--- config.mk ---
export PLATFORM = sky130hd
export DESIGN_NAME = wk_alarm_top
export DESIGN_NICKNAME = d
export VERILOG_FILES = /design/src/rtl/wk_alarm_pkg.sv /design/src/rtl/wk_alarm_ctrl.sv /design/src/rtl/wk_alarm_dp.sv /design/src/rtl/wk_alarm_top.sv
export SDC_FILE = /design/constraint.sdc
export NUM_CORES = 1
export LEC_CHECK = 0
export BUFFER_PORTS_ARGS = -buffer_cell sky130_fd_sc_hd__buf_2
export CAP_MARGIN = 20
export CORE_AREA = 2 2 39 41
export CTS_CLUSTER_SIZE = 20
export DETAILED_ROUTE_END_ITERATION = 10
export DIE_AREA = 0 0 41 43
export PLACE_DENSITY = 0.8
export SETUP_SLACK_MARGIN = 0.1
export SKIP_LAST_GASP = 1
export SYNTH_ARGS = -nofsm -noshare
export SYNTH_HDL_FRONTEND = slang
export SYNTH_SLANG_ARGS = --single-unit
--- constraint.sdc ---
create_clock -name clk -period 2.8 [get_ports clk]
set_clock_uncertainty 0.15 [all_clocks]
set_input_delay 0.14 -clock clk [delete_from_list [all_inputs] [get_ports clk]]
set_output_delay 0.14 -clock clk [all_outputs]
set_load 0.05 [all_outputs]
--- src/rtl/wk_alarm_pkg.sv ---
package wk_alarm_pkg;
  typedef struct packed {
    logic setPend;
    logic clrPend;
  } almStrobe_t;
endpackage

--- src/rtl/wk_alarm_ctrl.sv ---
module wk_alarm_ctrl
  import wk_alarm_pkg::*;
(
  input  logic       clk,
  input  logic       rstN,
  input  logic       matchNow,
  input  logic       matchQ,
  input  logic       pendClr,
  output almStrobe_t strobe
);
  // an event is the first cycle of a match; a held match is ignored
  always_comb begin
    strobe.setPend = matchNow & ~matchQ;
    strobe.clrPend = pendClr;
  end

  AST_SET_ONLY_ON_MATCH: assert property (@(posedge clk) disable iff (!rstN)
    strobe.setPend |-> matchNow);
endmodule

--- src/rtl/wk_alarm_dp.sv ---
module wk_alarm_dp
  import wk_alarm_pkg::*;
#(
  parameter int TIME_W   = 8,
  parameter int NUM_DAYS = 7,
  parameter int WDAY_W   = 3
)(
  input  logic                clk,
  input  logic                rstN,
  input  logic [TIME_W-1:0]   curSec,
  input  logic [TIME_W-1:0]   curMin,
  input  logic [TIME_W-1:0]   curHour,
  input  logic [WDAY_W-1:0]   curWday,
  input  logic [TIME_W-1:0]   almMin,
  input  logic [TIME_W-1:0]   almHour,
  input  logic [NUM_DAYS-1:0] almDays,
  input  logic                almEn,
  input  almStrobe_t          strobe,
  output logic                matchNow,
  output logic                matchQ,
  output logic                pendOut,
  output logic                irqOut
);
  logic [NUM_DAYS-1:0] daySel;
  logic                dayHit;
  logic                timeHit;
  logic                pending;

  // one-hot decode of the weekday; codes past the last day select nothing
  genvar d;
  generate
    for (d = 0; d < NUM_DAYS; d++) begin : g_day
      assign daySel[d] = (curWday == WDAY_W'(d));
    end
  endgenerate

  always_comb begin
    dayHit   = |(daySel & almDays);
    timeHit  = (curSec == '0) && (curMin == almMin) && (curHour == almHour);
    matchNow = timeHit && dayHit;
  end

  always_ff @(posedge clk) begin
    if (!rstN) begin
      matchQ  <= 1'b0;
      pending <= 1'b0;
    end else begin
      matchQ <= matchNow;
      if (strobe.setPend)      pending <= 1'b1;
      else if (strobe.clrPend) pending <= 1'b0;
    end
  end

  assign pendOut = pending;
  assign irqOut  = pending & almEn;

  AST_EVENT_SETS: assert property (@(posedge clk) disable iff (!rstN)
    (matchNow && !matchQ) |=> pendOut);
  AST_NO_SEC_EVENT: assert property (@(posedge clk) disable iff (!rstN)
    (!pendOut && curSec != '0) |=> !pendOut);
  AST_ONE_SHOT: assert property (@(posedge clk) disable iff (!rstN)
    (matchNow && matchQ && !pendOut) |=> !pendOut);
  AST_STICKY: assert property (@(posedge clk) disable iff (!rstN)
    (pendOut && !strobe.clrPend) |=> pendOut);
  AST_CLEAR: assert property (@(posedge clk) disable iff (!rstN)
    (strobe.clrPend && !(matchNow && !matchQ)) |=> !pendOut);
endmodule

--- src/rtl/wk_alarm_top.sv ---
module wk_alarm_top
  import wk_alarm_pkg::*;
#(
  parameter int TIME_W   = 8,
  parameter int NUM_DAYS = 7,
  localparam int WDAY_W  = $clog2(NUM_DAYS + 1)
)(
  input  logic                clk,
  input  logic                rstN,
  input  logic [TIME_W-1:0]   curSec,
  input  logic [TIME_W-1:0]   curMin,
  input  logic [TIME_W-1:0]   curHour,
  input  logic [WDAY_W-1:0]   curWday,
  input  logic [TIME_W-1:0]   almMin,
  input  logic [TIME_W-1:0]   almHour,
  input  logic [NUM_DAYS-1:0] almDays,
  input  logic                almEn,
  input  logic                pendClr,
  output logic                pendOut,
  output logic                irqOut
);
  almStrobe_t strobe;
  logic       matchNow;
  logic       matchQ;

  wk_alarm_ctrl u_ctrl (
    .clk(clk), .rstN(rstN), .matchNow(matchNow), .matchQ(matchQ),
    .pendClr(pendClr), .strobe(strobe)
  );

  wk_alarm_dp #(.TIME_W(TIME_W), .NUM_DAYS(NUM_DAYS), .WDAY_W(WDAY_W)) u_dp (
    .clk(clk), .rstN(rstN), .curSec(curSec), .curMin(curMin),
    .curHour(curHour), .curWday(curWday), .almMin(almMin),
    .almHour(almHour), .almDays(almDays), .almEn(almEn), .strobe(strobe),
    .matchNow(matchNow), .matchQ(matchQ), .pendOut(pendOut), .irqOut(irqOut)
  );

  AST_IRQ_MASKED: assert property (@(posedge clk) disable iff (!rstN)
    irqOut |-> (almEn && pendOut));
endmodule

Word level (Yosys, flattened, before mapping)
Cells that the tools add are included.
Widths: inputs -> output; s select.

operators by class
  mux-type cells = 2
  reduce and logical (&&, ||, !) cells = 7
  equal/unequal tests = 8
  bitwise logic cells = 4

operators by type and width
  operator            count
  $eq 8x8->1          2
  $eq 3x3->1 const B  3
  $logic_not 8->1     1
  $and 7x7->7         1
  $reduce_or 7->1     1
  $eq 3x2->1 const B  2
  $eq 3x1->1 const B  1
  $logic_and 1x1->1   3
  $logic_not 3->1     1
  $and 1x1->1         2
  $mux 1              2
  $reduce_bool 2->1   1
  $not 1->1           1

word-level totals
  register bits = 2
  word-level logic and storage cells = 23
  output and inout port bits = 2

Depth between registers and ports, before layout
Gate-level depths: netlist (run 1).

  depth in word-level cells = 6
  depth in mapped cells = 4
  mapped depth without buffers = 4

By module
From an unflattened synthesis (run 1), not the netlist that was laid out.

second synthesis, totals
  cells, all modules = 40
  area total of the unflattened synthesis = 345.3 sq um

modules (own cells, without submodules)
  module         cells each  area an instance (sq um)  instances
  wk_alarm_dp    38          324.1                     1
  wk_alarm_ctrl  2           21.3                      1

Worst setup path before layout (run 1)
OpenSTA, ideal clock, no wires.

  path kind = reg2out
  start = register u_dp.pending, in the netlist u_dp.pendOut
  end = output irqOut
  slack = 1.382 ns
  required time = 2.510 ns
  buffers on the path = 0
  stages on the path, launching flop included = 2
  data arrival time = 1.128 ns
  cells stage by stage = dfxtp_1 -> and2_1

between the ends
  word-level cells in the longest chain between the ends = 1

ends and longest elaborated chain
  item                    RTL line            source
  start, declared         wk_alarm_dp.sv:27   logic pending;
  start signal, assigned  wk_alarm_dp.sv:46   pending <= 1'b0;
  start signal, assigned  wk_alarm_dp.sv:49   if (strobe.setPend) pending <= 1'b1;
  start signal, assigned  wk_alarm_dp.sv:50   else if (strobe.clrPend) pending <= 1'b0;
  $and 1x1->1             wk_alarm_dp.sv:55   assign irqOut = pending & almEn;
  end, declared           wk_alarm_top.sv:20  output logic irqOut

Every way passes these cells.

Final worst setup path (run 1)
Same ends and word-level chain as after synthesis.

==> results.sh, run 1 <==
export IMPL_cts_inserted_buffers=3
export IMPL_grt_pass1_wl_mm=1.718
export IMPL_synth_simple_area_share_pct=33.80
export IMPL_worstPathArrival_ps=920
export IMPL_worst_pin_slew_ps=253.7
export IMPL_synthesis_nets=95
export IMPL_grtUsageTotal_pct=14.23
export IMPL_overflow=0
export IMPL_antenna_found_initial=0
export IMPL_seq_area_frac_synth_pct=11.27
export IMPL_synth_largest_area_cell="xor2_1"
export IMPL_crit_chain="and2_1, buf_2"
export IMPL_fin_crit_sh_pct=43.11
export IMPL_maxCapViolCount=0
export IMPL_num_vias=526
export IMPL_status="completed"
export IMPL_synth_top_family_by_area="XOR/XNOR gates"
export IMPL_synth_fa_ha_area_share_pct=0
export IMPL_firstDrtPassIters=3
export IMPL_slew_headroom_pct=83.03
export IMPL_place_gp_congestion=0.5627
export IMPL_ios=56
export IMPL_yosys_area_top_type_share_pct=36.97
export IMPL_synth_distinct_cells=18
export IMPL_rsz0062_at_grt="no"
export IMPL_holdWs_ps=25.91
export IMPL_tns_ps=0
export IMPL_root_buffer="clkbuf_4"
export IMPL_post_cts_buffers=0
export IMPL_drv_slew=0
export IMPL_post_cts_resized=0
export IMPL_synth_most_common_cell="xor2_1"
export IMPL_cts_sinks=2
export IMPL_viasPerCell=4.574
export IMPL_crit_slowest_cell="dfxtp_1"
export IMPL_start_util_pct=25.68
export IMPL_drt_total_wl_mm=1.134
export IMPL_synth_xor_xnor_area_share_pct=39.44
export IMPL_max_stage_delay_ps=330
export IMPL_antenna_cells=0
export IMPL_synth_cells=41
export IMPL_muxShareOfSynthArea_pct=8.451
export IMPL_hpwl_mm=1.029
export IMPL_async_flop_share_pct=0
export IMPL_grt_pass1_vias=537
export IMPL_synthFlopType="dfxtp_1"
export IMPL_wire_per_inst_um=9.861
export IMPL_ys_top_cells_by_area="xor2_1 37%, dfxtp_1 11%, mux2i_1 8.5%"
export IMPL_max_clock_path_buffers=2
export IMPL_synth_compound_area_share_pct=7.042
export IMPL_drive_gt1_share_pct=60.61
export IMPL_drc=0
export IMPL_synth_edff_count=0
export IMPL_ir_worst_vdd_mv=0.1298
export IMPL_period_needed_ps=1207
export IMPL_power_leakage_uw=0.0003594
export IMPL_yosysWarnings=0
export IMPL_cts_tree="yes"
export IMPL_floorplan_die_height_um=43
export IMPL_finalNonFillerCells=115
export IMPL_ctsHoldBuffers=0
export IMPL_numPortBuffers=55
export IMPL_num_fill_cells=137
export IMPL_die_w_um=41
export IMPL_clk_pin_slew_worst_paths_ps=30
export IMPL_ant_nets=0
export IMPL_dp_cells=112
export IMPL_synthesis_area_um2=355.3
export IMPL_area_growth_pct=89.44
export IMPL_final_hold_violation_count=0
export IMPL_startpoint_type="flop"
export IMPL_drtIter0Drc=1
export IMPL_dieArea_um2=1763
export IMPL_worst_setup_path_end_kind="primary output"
export IMPL_ys_ff_latch=2
export IMPL_cp_max_fo=3
export IMPL_fmax_mhz=828.5
export IMPL_synthTopCellsByCount="15 x xor2_1, 3 x mux2i_1, 3 x nor4_1"
export IMPL_cts_htree_levels=1
export IMPL_nets=155
export IMPL_critical_path_required_ps=2510
export IMPL_worstSetupPathType="flop to primary output"
export IMPL_avgSynthCellArea_um2=8.667
export IMPL_p_per_area_nw_per_um2=245.3
export IMPL_hold_class="primary input to flop"
export IMPL_core_area_um2=1384
export IMPL_finalSetupViolCount=0
export IMPL_rows=14
export IMPL_worstSkewPairLatency_ps=220
export IMPL_grt_max_degree=5
[registers in the layout (all words and copies together), names as in the netlist]
name          count
u_dp.matchQ       1
u_dp.pendOut      1
[critical path: cells and delay by family (launching register included)]
kind	cells	cell delay, ps
DFF	1	330
buffers and inverters	1	250
and+or+nand+nor	1	120
[metal layers]
| metal | part of all wire, % | track usage [%] | routed length (um) | vias to the layer above |
|---|---|---|---|---|
| li1 | - | - | - | 268 |
| met1 | 32 | 9.585 | 361 | 233 |
| met2 | 60 | 30.31 | 675 | 25 |
| met3 | 8.6 | 3.141 | 97 | 0 |
| met4 | 0 | 6.000 | 0 | 0 |
| met5 | 0 | 0 | 0 | - |
[placed cells by master (no fill, tap or decap), types with 2 or more instances in the layout]
cell and instances:
nor4_1 3, nor2_1 2, buf_2 55, mux2i_1 3, clkbuf_4 3, nand3b_1 2
nor2b_1 2, nor3_1 2, dfxtp_1 2, xor2_1 15
[through the flow]
stage / setup slack [ps] / util, % / area (um^2) / total power [uW]
final: 1593 / 48.64 / 673.1 / 165.1
after global routing: 1513 / 48.64 / 673.1 / 181.4
after CTS: 1575 / 48.64 / 673.1 / 170.0
after detailed placement: 1594 / 47.02 / 650.6 / 103.2
after global placement: 1557 / 47.02 / 650.6 / 100.3
after floorplan: 1382 / - / 355.3 / 58.19
[where the power goes]
group          internal, uW  leakage, uW  switching [uW]
registers              28.7    0.0000161     0.000000913
clock network          47.2    0.0000138            15.7
logic                  43.1     0.000329            30.3
total                   119     0.000359            46.0
[logic make-up after synthesis]
| family | Yosys count |
|---|---|
| and+or+nand+nor | 17 |
| xor gates and xnor gates | 16 |
| DFF | 2 |
| muxes | 3 |
| AOI/OAI and AO/OA | 3 |
[final timing paths]
check                                                from                         to  slack [ps]  cells past startpoint
worst min register to register  u_dp.pendOut$_SDFFE_PN0P_  u_dp.pendOut$_SDFFE_PN0P_         340                      2
worst max-delay path            u_dp.pendOut$_SDFFE_PN0P_                     irqOut        1590                      2
worst min-delay path                                 rstN  u_dp.pendOut$_SDFFE_PN0P_          30                      3
worst max register to register     u_dp.matchQ$_SDFF_PN0_  u_dp.pendOut$_SDFFE_PN0P_        2010                      2
[area by class of cell]
cell class	instances	area, um^2	share of cell area, %
Tap cell	16	20.02	2.974
Timing Repair Buffer	55	275.3	40.89
Sequential cell	2	40.04	5.948
Multi-Input combinational cell	39	315.3	46.84
Clock buffer	3	22.52	3.346
Note: power is estimated with default switching activity, not from simulation.
==> run 2: changes to the inputs <==
CORE_AREA = default   (was 2 2 39 41)
CORE_UTILIZATION = 24   (was default)
DIE_AREA = default   (was 0 0 41 43)
PLACE_DENSITY = 0.76   (was 0.8)
clock period = 1.1 ns   (was 2.8 ns; I/O delays follow)
==> run 2 against run 1 <==
Against the previous run:
- register-to-register slack worse by 1700 ps
- largest power group unchanged
- critical path depth did not move
- global-route usage decreased by 0.90 points
- worst setup slack worse by 1500 ps
- utilization is 4.3 points higher
- sequential share of layout area down 0.097 points
- worst hold slack gained 53 ps
==> results.sh, run 2 (synthesized netlist as in run 1, its figures left out) <==
export IMPL_status="completed"
export IMPL_final_area_um2=705.7
export IMPL_start_util_pct=26.64
export IMPL_cp_max_fo=3
export IMPL_finalNonFillerCells=116
export IMPL_worst_r2r_path_depth=2
export IMPL_num_fill_cells=138
export IMPL_clk_pin_slew_worst_paths_ps=30
export IMPL_grt_pass1_wl_mm=1.338
export IMPL_drtIter0Drc=2
export IMPL_period_needed_ps=1037
export IMPL_antenna_found_initial=0
export IMPL_floorplan_die_height_um=40.48
export IMPL_regToRegStartpoint="u_dp.matchQ$_SDFF_PN0_"
export IMPL_root_buffer="clkbuf_4"
export IMPL_rsz0062_at_grt="yes"
export IMPL_worstPathArrival_ps=830
export IMPL_crit_start="u_dp.pendOut$_SDFFE_PN0P_"
export IMPL_worst_pin_slew_ps=269.0
export IMPL_holdWs_ps=78.69
export IMPL_dieArea_um2=1639
export IMPL_num_vias=521
export IMPL_r2r_end="u_dp.pendOut$_SDFFE_PN0P_"
export IMPL_die_w_um=40.48
export IMPL_critical_path_required_ps=890
export IMPL_viasPerCell=4.491
export IMPL_power_uw=425.9
export IMPL_drc=0
export IMPL_firstDrtPassIters=2
export IMPL_power_leakage_uw=0.0003712
export IMPL_r2r_slack_ps=310
export IMPL_cts_tree="yes"
export IMPL_worst_setup_path_end_kind="primary output"
export IMPL_slew_headroom_pct=81.90
export IMPL_dp_cells=111
export IMPL_cts_htree_levels=1
export IMPL_crit_slowest_cell="dfxtp_2"
export IMPL_post_cts_buffers=0
export IMPL_grtUsageTotal_pct=13.33
export IMPL_fmax_mhz=964.1
export IMPL_numPortBuffers=55
export IMPL_startpoint_type="flop"
export IMPL_hold_class="primary input to flop"
export IMPL_drv_slew=0
export IMPL_ios=56
export IMPL_worstSetupPathType="flop to primary output"
export IMPL_final_common_cell="buf_2"
export IMPL_fin_crit_sh_pct=94.30
export IMPL_worstSkewPairLatency_ps=230
export IMPL_core_area_um2=1334
export IMPL_drive_gt1_share_pct=61.39
export IMPL_grt_max_degree=5
export IMPL_crit_end="irqOut"
export IMPL_cts_inserted_buffers=3
export IMPL_drt_total_wl_mm=1.110
export IMPL_nets=157
export IMPL_maxCapViolCount=0
export IMPL_final_cell_mix="54 x buf_2, 15 x xor2_1, 3 x mux2i_1, 3 x nor4_1, 3 x clkbuf_4"
export IMPL_wire_per_inst_um=9.569
export IMPL_cts_sinks=2
export IMPL_max_stage_delay_ps=330
export IMPL_grt_pass1_vias=402
export IMPL_ir_worst_vdd_mv=0.4594
export IMPL_area_growth_pct=98.59
export IMPL_p_per_area_nw_per_um2=603.5
export IMPL_place_area_um2=653.1
export IMPL_pre_cts_slack_ps=-48.73
export IMPL_overflow=0
export IMPL_max_clock_path_buffers=2
export IMPL_crit_chain="and2_4, buf_8"
export IMPL_finalWorstSetupSlack_ps=62.73
export IMPL_ant_nets=0
export IMPL_finalSetupViolCount=0
export IMPL_hpwl_um=951.9
export IMPL_antenna_cells=0
export IMPL_place_gp_congestion=0.6188
export IMPL_rows=13
export IMPL_final_hold_violation_count=0
[run 2: cell count changes in the layout (fill, tap and decap cells not counted), sizes merged]
cell         change
dlygate4sd3      +2
[run 2: timing repair]
action	4_1_cts	5_1_grt
endpoints found under the hold margin	1	0
gates resized for setup	3	0
hold buffers	2	0
setup endpoints to repair	2	2
[run 2: layer usage]
layer / GRT usage (%) / routed length (um) / vias up
li1: - / - / 270
met4: 5.000 / 0 / 0
met3: 8.333 / 142 / 0
met1: 10.68 / 351 / 218
met2: 25.40 / 615 / 33
met5: 0 / 0 / -
[run 2: through the flow]
stage               setup TNS (ps)  util [%]
floorplan                        0         -
finish                           0     52.91
CTS                              0     52.91
detailed placement          -57.33     48.97
global route                     0     52.91
global placement            -29.23     48.97
[run 2: power by group]
| group | total, uW | switching (uW) | internal, uW |
|---|---|---|---|
| clock | 163 | 43.0 | 120 |
| sequential | 73.1 | 0.00000334 | 73.1 |
| combinational | 189 | 75.1 | 114 |
| total | 426 | 118 | 308 |
[run 2: cell type report]
type                            instances  area, um^2  share of cell area (%)
Tap cell                               15       18.77                   2.660
Clock buffer                            3       22.52                   3.191
Sequential cell                         2       41.29                   5.851
Timing Repair Buffer                   57       305.3                   43.26
Multi-Input combinational cell         39       317.8                   45.04
[run 2: worst min-delay path by stage]
stage	from	cells after the start	to	slack, ps
floorplan	rstN	2	u_dp.pendOut$_SDFFE_PN0P_	50
global placement	rstN	3	u_dp.pendOut$_SDFFE_PN0P_	160
detailed placement	rstN	3	u_dp.pendOut$_SDFFE_PN0P_	170
CTS	curWday[2]	4	u_dp.matchQ$_SDFF_PN0_	80
global route	curWday[2]	4	u_dp.matchQ$_SDFF_PN0_	110
finish	curWday[2]	4	u_dp.matchQ$_SDFF_PN0_	80
[run 2: critical path, delay by kind of cell (launching register included)]
family                 cells  cell delay [ps]
and+or+nand+nor            1              140
DFF                        1              330
buffers and inverters      1              130
